### src/rtl/prof_pkg.sv
package prof_pkg;
   typedef enum logic [1:0] {
      WSRC_IDLE  = 2'd0,
      WSRC_ZERO  = 2'd1,
      WSRC_BUMP  = 2'd2
   } wsrc_e;
endpackage

### src/rtl/prof_store.sv
module prof_store #(
   parameter int DEPTH = 16,
   parameter int WIDTH = 32,
   parameter int AW    = 4,
   parameter int NRD   = 2
) (
   input  logic                 clk,
   input  logic                 we,
   input  logic [AW-1:0]        waddr,
   input  logic [WIDTH-1:0]     wdata,
   input  logic [NRD-1:0]       re,
   input  logic [NRD*AW-1:0]    raddr,
   output logic [NRD*WIDTH-1:0] rdata
);
   generate
      if (DEPTH > (1 << AW)) begin : g_bad_depth
         $error("prof_store: DEPTH exceeds address range");
      end
      // one bank per read port, all banks share the write
      for (genvar g = 0; g < NRD; g++) begin : g_bank
         logic [WIDTH-1:0] mem [DEPTH];
         logic [WIDTH-1:0] q;
         always_ff @(posedge clk) begin
            if (we) mem[waddr] <= wdata;
            if (re[g]) q <= mem[raddr[g*AW +: AW]];
         end
         assign rdata[g*WIDTH +: WIDTH] = q;
      end
   endgenerate
endmodule

### src/rtl/prof_clear_seq.sv
module prof_clear_seq #(
   parameter int DEPTH = 16,
   parameter int AW    = 4
) (
   input  logic          clk,
   input  logic          rst_n,
   input  logic          start,
   output logic          busy,
   output logic [AW-1:0] addr
);
   localparam logic [AW-1:0] LAST = AW'(DEPTH - 1);

   always_ff @(posedge clk) begin
      if (!rst_n) begin
         busy <= 1'b1;
         addr <= '0;
      end else if (busy) begin
         if (addr == LAST) busy <= 1'b0;
         else              addr <= addr + 1'b1;
      end else if (start) begin
         busy <= 1'b1;
         addr <= '0;
      end
   end

   assert_walk_in_range_R6: assert property (@(posedge clk) disable iff (!rst_n)
      busy |-> (addr <= LAST));
   assert_walk_end_R6: assert property (@(posedge clk) disable iff (!rst_n)
      $fell(busy) |-> ($past(addr) == LAST));
endmodule

### src/rtl/prof_cyc_ctr.sv
module prof_cyc_ctr #(
   parameter int W = 32
) (
   input  logic         clk,
   input  logic         rst_n,
   input  logic         clr,
   input  logic         en,
   output logic [W-1:0] count
);
   always_ff @(posedge clk) begin
      if (!rst_n)               count <= '0;
      else if (clr)             count <= '0;
      else if (en && !(&count)) count <= count + 1'b1;
   end

   assert_cyc_hold_R3: assert property (@(posedge clk) disable iff (!rst_n)
      (!clr && !en) |=> $stable(count));
   assert_cyc_ceiling_R4: assert property (@(posedge clk) disable iff (!rst_n)
      (!clr && en && (&count)) |=> (&count));
endmodule

### src/rtl/state_occupancy_prof.sv
module state_occupancy_prof
   import prof_pkg::*;
#(
   parameter int NUM_STATES = 16,
   parameter int CNT_W      = 32,
   parameter int CYC_W      = 32,
   localparam int STATE_W   = (NUM_STATES > 1) ? $clog2(NUM_STATES) : 1
) (
   input  logic               clk,
   input  logic               rst_n,
   input  logic [STATE_W-1:0] mon_state,
   input  logic               mon_valid,
   input  logic               run_en,
   input  logic               clr_req,
   input  logic               rd_req,
   input  logic [STATE_W-1:0] rd_addr,
   output logic               rd_valid,
   output logic [CNT_W-1:0]   rd_data,
   output logic               busy,
   output logic [CYC_W-1:0]   cyc_count
);
   localparam bit FULL_MAP = (NUM_STATES == (1 << STATE_W));

   generate
      if (NUM_STATES < 2) begin : g_bad_states
         $error("state_occupancy_prof: NUM_STATES must be at least 2");
      end
      if (CNT_W < 2) begin : g_bad_cnt
         $error("state_occupancy_prof: CNT_W must be at least 2");
      end
      if (CYC_W < 1) begin : g_bad_cyc
         $error("state_occupancy_prof: CYC_W must be at least 1");
      end
   endgenerate

   function automatic logic [CNT_W-1:0] sat_inc(input logic [CNT_W-1:0] v);
      return (&v) ? v : v + 1'b1;
   endfunction

   // index range filtering, only needed when codes are left unused
   logic st_ok, rd_ok;
   generate
      if (FULL_MAP) begin : g_full
         assign st_ok = 1'b1;
         assign rd_ok = 1'b1;
      end else begin : g_part
         localparam logic [STATE_W-1:0] LIM = STATE_W'(NUM_STATES);
         assign st_ok = (mon_state < LIM);
         assign rd_ok = (rd_addr < LIM);
      end
   endgenerate

   logic               clr_busy;
   logic [STATE_W-1:0] clr_addr;

   prof_clear_seq #(.DEPTH(NUM_STATES), .AW(STATE_W)) u_clr (
      .clk(clk), .rst_n(rst_n), .start(clr_req), .busy(clr_busy), .addr(clr_addr)
   );
   assign busy = clr_busy;

   // stage 0: accept an event and launch the lookup
   logic accept;
   assign accept = run_en && mon_valid && st_ok && !clr_busy && !clr_req;

   // stage 1: add one, forwarding the last write on a repeat
   logic               s1_vld;
   logic [STATE_W-1:0] s1_addr;
   logic               fw_vld;
   logic [STATE_W-1:0] fw_addr;
   logic [CNT_W-1:0]   fw_data;
   logic [CNT_W-1:0]   look_q, host_q, base, bump_data;
   logic               bump_we;

   always_ff @(posedge clk) begin
      if (!rst_n) begin
         s1_vld  <= 1'b0;
         s1_addr <= '0;
         fw_vld  <= 1'b0;
         fw_addr <= '0;
         fw_data <= '0;
      end else begin
         s1_vld  <= accept;
         s1_addr <= mon_state;
         fw_vld  <= bump_we;
         fw_addr <= s1_addr;
         fw_data <= bump_data;
      end
   end

   assign base      = (fw_vld && (fw_addr == s1_addr)) ? fw_data : look_q;
   assign bump_data = sat_inc(base);
   assign bump_we   = s1_vld && !clr_busy;

   // write source selection: the zeroing walk wins
   wsrc_e              wsrc;
   logic               st_we;
   logic [STATE_W-1:0] st_waddr;
   logic [CNT_W-1:0]   st_wdata;

   always_comb begin
      if (clr_busy)     wsrc = WSRC_ZERO;
      else if (bump_we) wsrc = WSRC_BUMP;
      else              wsrc = WSRC_IDLE;
      st_we    = (wsrc != WSRC_IDLE);
      st_waddr = (wsrc == WSRC_ZERO) ? clr_addr : s1_addr;
      st_wdata = (wsrc == WSRC_ZERO) ? '0 : bump_data;
   end

   logic [STATE_W-1:0]   host_addr;
   logic [2*CNT_W-1:0]   rd_bus;
   assign host_addr = rd_ok ? rd_addr : '0;

   prof_store #(.DEPTH(NUM_STATES), .WIDTH(CNT_W), .AW(STATE_W), .NRD(2)) u_store (
      .clk   (clk),
      .we    (st_we),
      .waddr (st_waddr),
      .wdata (st_wdata),
      .re    ({rd_req, accept}),
      .raddr ({host_addr, mon_state}),
      .rdata (rd_bus)
   );
   assign look_q = rd_bus[0 +: CNT_W];
   assign host_q = rd_bus[CNT_W +: CNT_W];

   // host read response
   logic rd_oor;
   always_ff @(posedge clk) begin
      if (!rst_n) begin
         rd_valid <= 1'b0;
         rd_oor   <= 1'b0;
      end else begin
         rd_valid <= rd_req;
         rd_oor   <= !rd_ok;
      end
   end
   assign rd_data = rd_oor ? '0 : host_q;

   prof_cyc_ctr #(.W(CYC_W)) u_cyc (
      .clk(clk), .rst_n(rst_n), .clr(clr_busy), .en(run_en && !clr_busy), .count(cyc_count)
   );

   assert_no_wrap_R5: assert property (@(posedge clk) disable iff (!rst_n)
      bump_we |-> (bump_data != '0));
   assert_stop_blocks_R3: assert property (@(posedge clk) disable iff (!rst_n)
      !run_en |=> !bump_we);
   assert_read_latency_R7: assert property (@(posedge clk) disable iff (!rst_n)
      rd_req |=> rd_valid);
   assert_walk_excludes_bump_R6: assert property (@(posedge clk) disable iff (!rst_n)
      clr_busy |=> !s1_vld);
endmodule

### config.mk
export PLATFORM = sky130hd
export DESIGN_NAME = state_occupancy_prof
export DESIGN_NICKNAME = d
export VERILOG_FILES = /design/src/rtl/prof_pkg.sv /design/src/rtl/prof_store.sv /design/src/rtl/prof_clear_seq.sv /design/src/rtl/prof_cyc_ctr.sv /design/src/rtl/state_occupancy_prof.sv
export SDC_FILE = /design/constraint.sdc
export NUM_CORES = 1
export LEC_CHECK = 0
export BUFFER_PORTS_ARGS = -buffer_cell sky130_fd_sc_hd__buf_2
export CAP_MARGIN = 20
export CORE_MARGIN = 3
export CORE_UTILIZATION = 50
export CTS_BUF_LIST = sky130_fd_sc_hd__clkbuf_4 sky130_fd_sc_hd__clkbuf_8 sky130_fd_sc_hd__clkbuf_16
export DETAILED_ROUTE_END_ITERATION = 10
export HOLD_SLACK_MARGIN = 0.03
export PLACE_DENSITY = 0.65
export SYNTH_ARGS = -nofsm -noshare
export SYNTH_HDL_FRONTEND = slang
export SYNTH_SLANG_ARGS = --single-unit
### constraint.sdc
create_clock -name clk -period 5.4 [get_ports clk]
set_input_delay 0.27 -clock clk [delete_from_list [all_inputs] [get_ports clk]]
set_output_delay 0.27 -clock clk [all_outputs]
set_load 0.005 [all_outputs]
==> results.cfg <==
[grt]
grt_antenna_before_repair = 0
grt_pass1_wl_um = 110000
first_global_vias = 16876
grt_usage_pct = 24.1
grt_remaining_overflow = 0
grt_start_max_net_pins = 70

[critical_path]
timing.critical_path.buf_inv = 2
critical_path.cell_chain = xor2_1 -> or3_1 -> nor2_4 -> mux2i_1 -> inv_1 -> ha_1 -> nand4_1 -> nor3_1 -> nand3_1 -> a222oi_1 -> buf_4 -> nand2_1 -> or2_1 -> xnor2_1 -> nor2_1
timing.critical_path.fanout_max = 16
r2r_start = s1_addr[3]
startpoint_class = flop
criticalPathCategory = reg2reg
timing.critical_path.arrival_ps = 5200
max_stage_delay_ps = 710
crit_slowest_cell = sky130_fd_sc_hd__nor2_1
timing.rr.end = u_store.g_bank[1].mem[11][26]
worst_setup_path_end_kind = flop
reg2reg_slack_ps = 460
critPathRequiredTime_ps = 5660
r2r_cells = 15
critPathTopFamily = simple AND/OR/NAND/NOR gates

[timing]
maximum_clock_frequency_mhz = 202
clock_skew_ps = 23.7
post-route-min-period_ps = 4940
slew_headroom_pct = 26.6
rsz_0062_raised_after_global_routing = no
report.final.hold_viol_count = 0
timing.final.setup_violations = 0
setup-tns-final_ps = 0
final_max_slew_viol_count = 0
timing.final.crit_share_pct = 91.6
worst_slew_pin_slew_ps = 1100

[die]
height_of_the_die_um = 250
die_area_um2 = 62600
die-width_um = 250
start_util_pct = 51.1
core_region_area_um2 = 58400
core.rowCount = 88
floorplan.io_pins = 80

[placed_design]
dp.final_hpwl_um = 40700
post_dp_cell_area_um2 = 31100
gp_congestion = 0.877
placement.io_buffers = 79

[clocking]
post-cts-setup-buffers = 0
cts-buffers-inserted = 71
cts.sink_count = 656
cts_max_path_buffers = 3
clock_latency_ps = 610
tritoncts = done
cts_root_buf = sky130_fd_sc_hd__clkbuf_16
clock_tree.htree_level_count = 3
clkTransAtPathRegs_ps = 60

[synthesis]
ys_types = 58
synth.cell_area_um2 = 29800
postSynthNetCount = 1638
async_reset_ff_share_pct = 0
synth_seq_area_share_pct = 63.4
synth_warnings = 0
number_of_enable_flip_flop_cells_after_synthesis = 576
ys.flop_type = sky130_fd_sc_hd__edfxtp_1
postSynthCellCount = 1621
number_of_synthesized_register_bits = 656
synth.avg_cell_area_um2 = 18.4

[finish]
final_area_um2 = 33600
layout.filler_cells = 4386
finish.net_count = 1706
area.growth.synth_to_final_pct = 12.6
n_diodes = 0
finish.utilization_pct = 57.6
drive_above_1_share_pct = 34.1

[min_path]
hold_path_startpoint = clr_req
min_path_cells = 4
min_path_type = in2reg
hold-path-endpoint = u_clr.addr[3]

[detailed_routing]
detail_route.first_pass.iterations = 5
postRouteAntennaNets = 0
drt_wl_total_um = 74100
routed_wire_length_per_instance_um = 29.5
drc_violations_left = 0
dr.first_iter.drc_count = 1628
dr_total_vias = 16226
avgViaCountPerCell = 6.46

[status]
outcome = complete, no violations

[flow_run]
drv_cap = 0

[pwr]
fin_total_pwr_w = 0.0114
powerDensity_nw_per_um2 = 339
vdd_drop_max_mv = 0.252
leakage_nw = 11.2
-- worst max-delay path by stage --
stage / cells after the start / to / startpoint / slack (ps)
floorplan: 19 / u_store.g_bank[0].mem[10][22] / s1_addr[3] / 570
global placement: 15 / u_store.g_bank[1].mem[11][26] / s1_addr[3] / 730
detailed placement: 14 / u_store.g_bank[1].mem[0][31] / s1_addr[3] / 520
CTS: 14 / u_store.g_bank[1].mem[1][31] / s1_addr[3] / 480
global route: 15 / u_store.g_bank[1].mem[11][26] / s1_addr[3] / 3
finish: 15 / u_store.g_bank[1].mem[11][26] / s1_addr[3] / 460
-- routing by layer --
layer | up-vias | global-route usage, % | wire, um
met5 | - | 0 | 0
met4 | 0 | 6.76 | 1710
met3 | 102 | 3.16 | 4230
met2 | 557 | 40.5 | 37700
met1 | 8725 | 33.5 | 30500
li1 | 6842 | - | -
-- power by group --
group	total (W)	internal [W]	switching, W
Combinational	0.000698	0.000333	0.000365
Clock	0.00506	0.00307	0.00199
Sequential	0.00563	0.00558	0.0000451
Total	0.0114	0.00899	0.00240
-- registers in the layout, summed over array words and instances (netlist names) --
name	count
s1_vld	1
u_clr.busy	1
fw_data	32
fw_addr	4
u_clr.addr	4
s1_addr	4
u_store.g_bank.q	64
u_cyc.count	32
rd_valid	1
u_store.g_bank.mem	512
fw_vld	1
-- placed cells by master, fill, tap and decap left out, types with 22 or more instances in the layout --
cell and count:
sky130_fd_sc_hd__clkbuf_16 76, sky130_fd_sc_hd__xor2_1 28, sky130_fd_sc_hd__nor3_1 22, sky130_fd_sc_hd__nand2_1 51, sky130_fd_sc_hd__dfxtp_1 79, sky130_fd_sc_hd__nand3_1 22, sky130_fd_sc_hd__nor2_1 104, sky130_fd_sc_hd__and3_1 27
sky130_fd_sc_hd__mux4_2 320, sky130_fd_sc_hd__edfxtp_1 576, sky130_fd_sc_hd__buf_2 74, sky130_fd_sc_hd__buf_4 43, sky130_fd_sc_hd__mux2i_1 24, sky130_fd_sc_hd__xnor2_1 41
-- worst min-delay path, stage by stage --
cell and delay, ps:
sky130_fd_sc_hd__buf_2 160, sky130_fd_sc_hd__inv_1 70, sky130_fd_sc_hd__o21ai_0 90, sky130_fd_sc_hd__nor2_1 100
-- what timing repair did --
| item | CTS | global route |
|---|---|---|
| endpoints found under the setup margin | 0 | 0 |
| hold buffers | 1 | 0 |
| resized for setup | 0 | 0 |
| endpoints found under the hold margin | 1 | 0 |
-- kinds of logic after synthesis --
| kind of cell | count (synthesis) | synth area share [%] |
|---|---|---|
| DFF | 656 | 63.4 |
| adders and majority gates | 3 | 0.126 |
| xor gates and xnor gates | 69 | 2.03 |
| buffers and inverters | 147 | 2.27 |
| AOI/OAI and AO/OA | 77 | 1.85 |
| and+or+nand+nor | 323 | 5.33 |
| muxes | 346 | 25.0 |
-- synth_stat cells, drive strengths merged, types with 2 or more instances --
cell type,instances,area [um^2]
nand4b,4,35.0
a211oi,11,82.6
nand2b,3,18.8
nand2,51,191
and3b,2,17.5
or2,3,18.8
a22oi,3,22.5
buf,65,370
and3,27,169
nor3,22,110
dfxtp,80,1600
o21ai,15,78.8
or3,6,42.5
xor2,28,245
inv,15,56.3
o2bb2a,2,30.0
nor3b,5,37.5
edfxtp,576,17300
a21oi,20,104
ha,3,37.5
a31o,2,17.5
nor4,7,43.8
a2111oi,3,51.3
a31oi,8,50.1
nor2,121,462
nand3,22,110
o2111ai,2,17.5
nor2b,3,18.8
and2,18,113
and4,7,61.3
nand4,21,131
clkbuf,67,251
mux2,2,22.5
xnor2,41,359
a32oi,3,26.3
mux2i,24,240
mux4,320,7210
-- final cells by class --
type / count / area (um^2) / area share (%)
sequential: 656 / 18900 / 56.2
multi-input combinational: 818 / 10400 / 30.9
clock buffer: 87 / 2000 / 5.94
tap: 765 / 957 / 2.85
timing repair buffer: 127 / 852 / 2.54
clock inverter: 44 / 459 / 1.37
inverter: 15 / 56.3 / 0.168
-- stage by stage --
stage          setup WS, ps  hold WS, ps  std cells
2_1_floorplan           566          382       1621
3_3_place_gp            726          495       2374
3_5_place_dp            520          486       2375
4_1_cts                 479         76.3       2507
5_1_grt                2.72          130       2512
6_report                456          106       2512
Note: power is estimated with default switching activity, not from simulation.
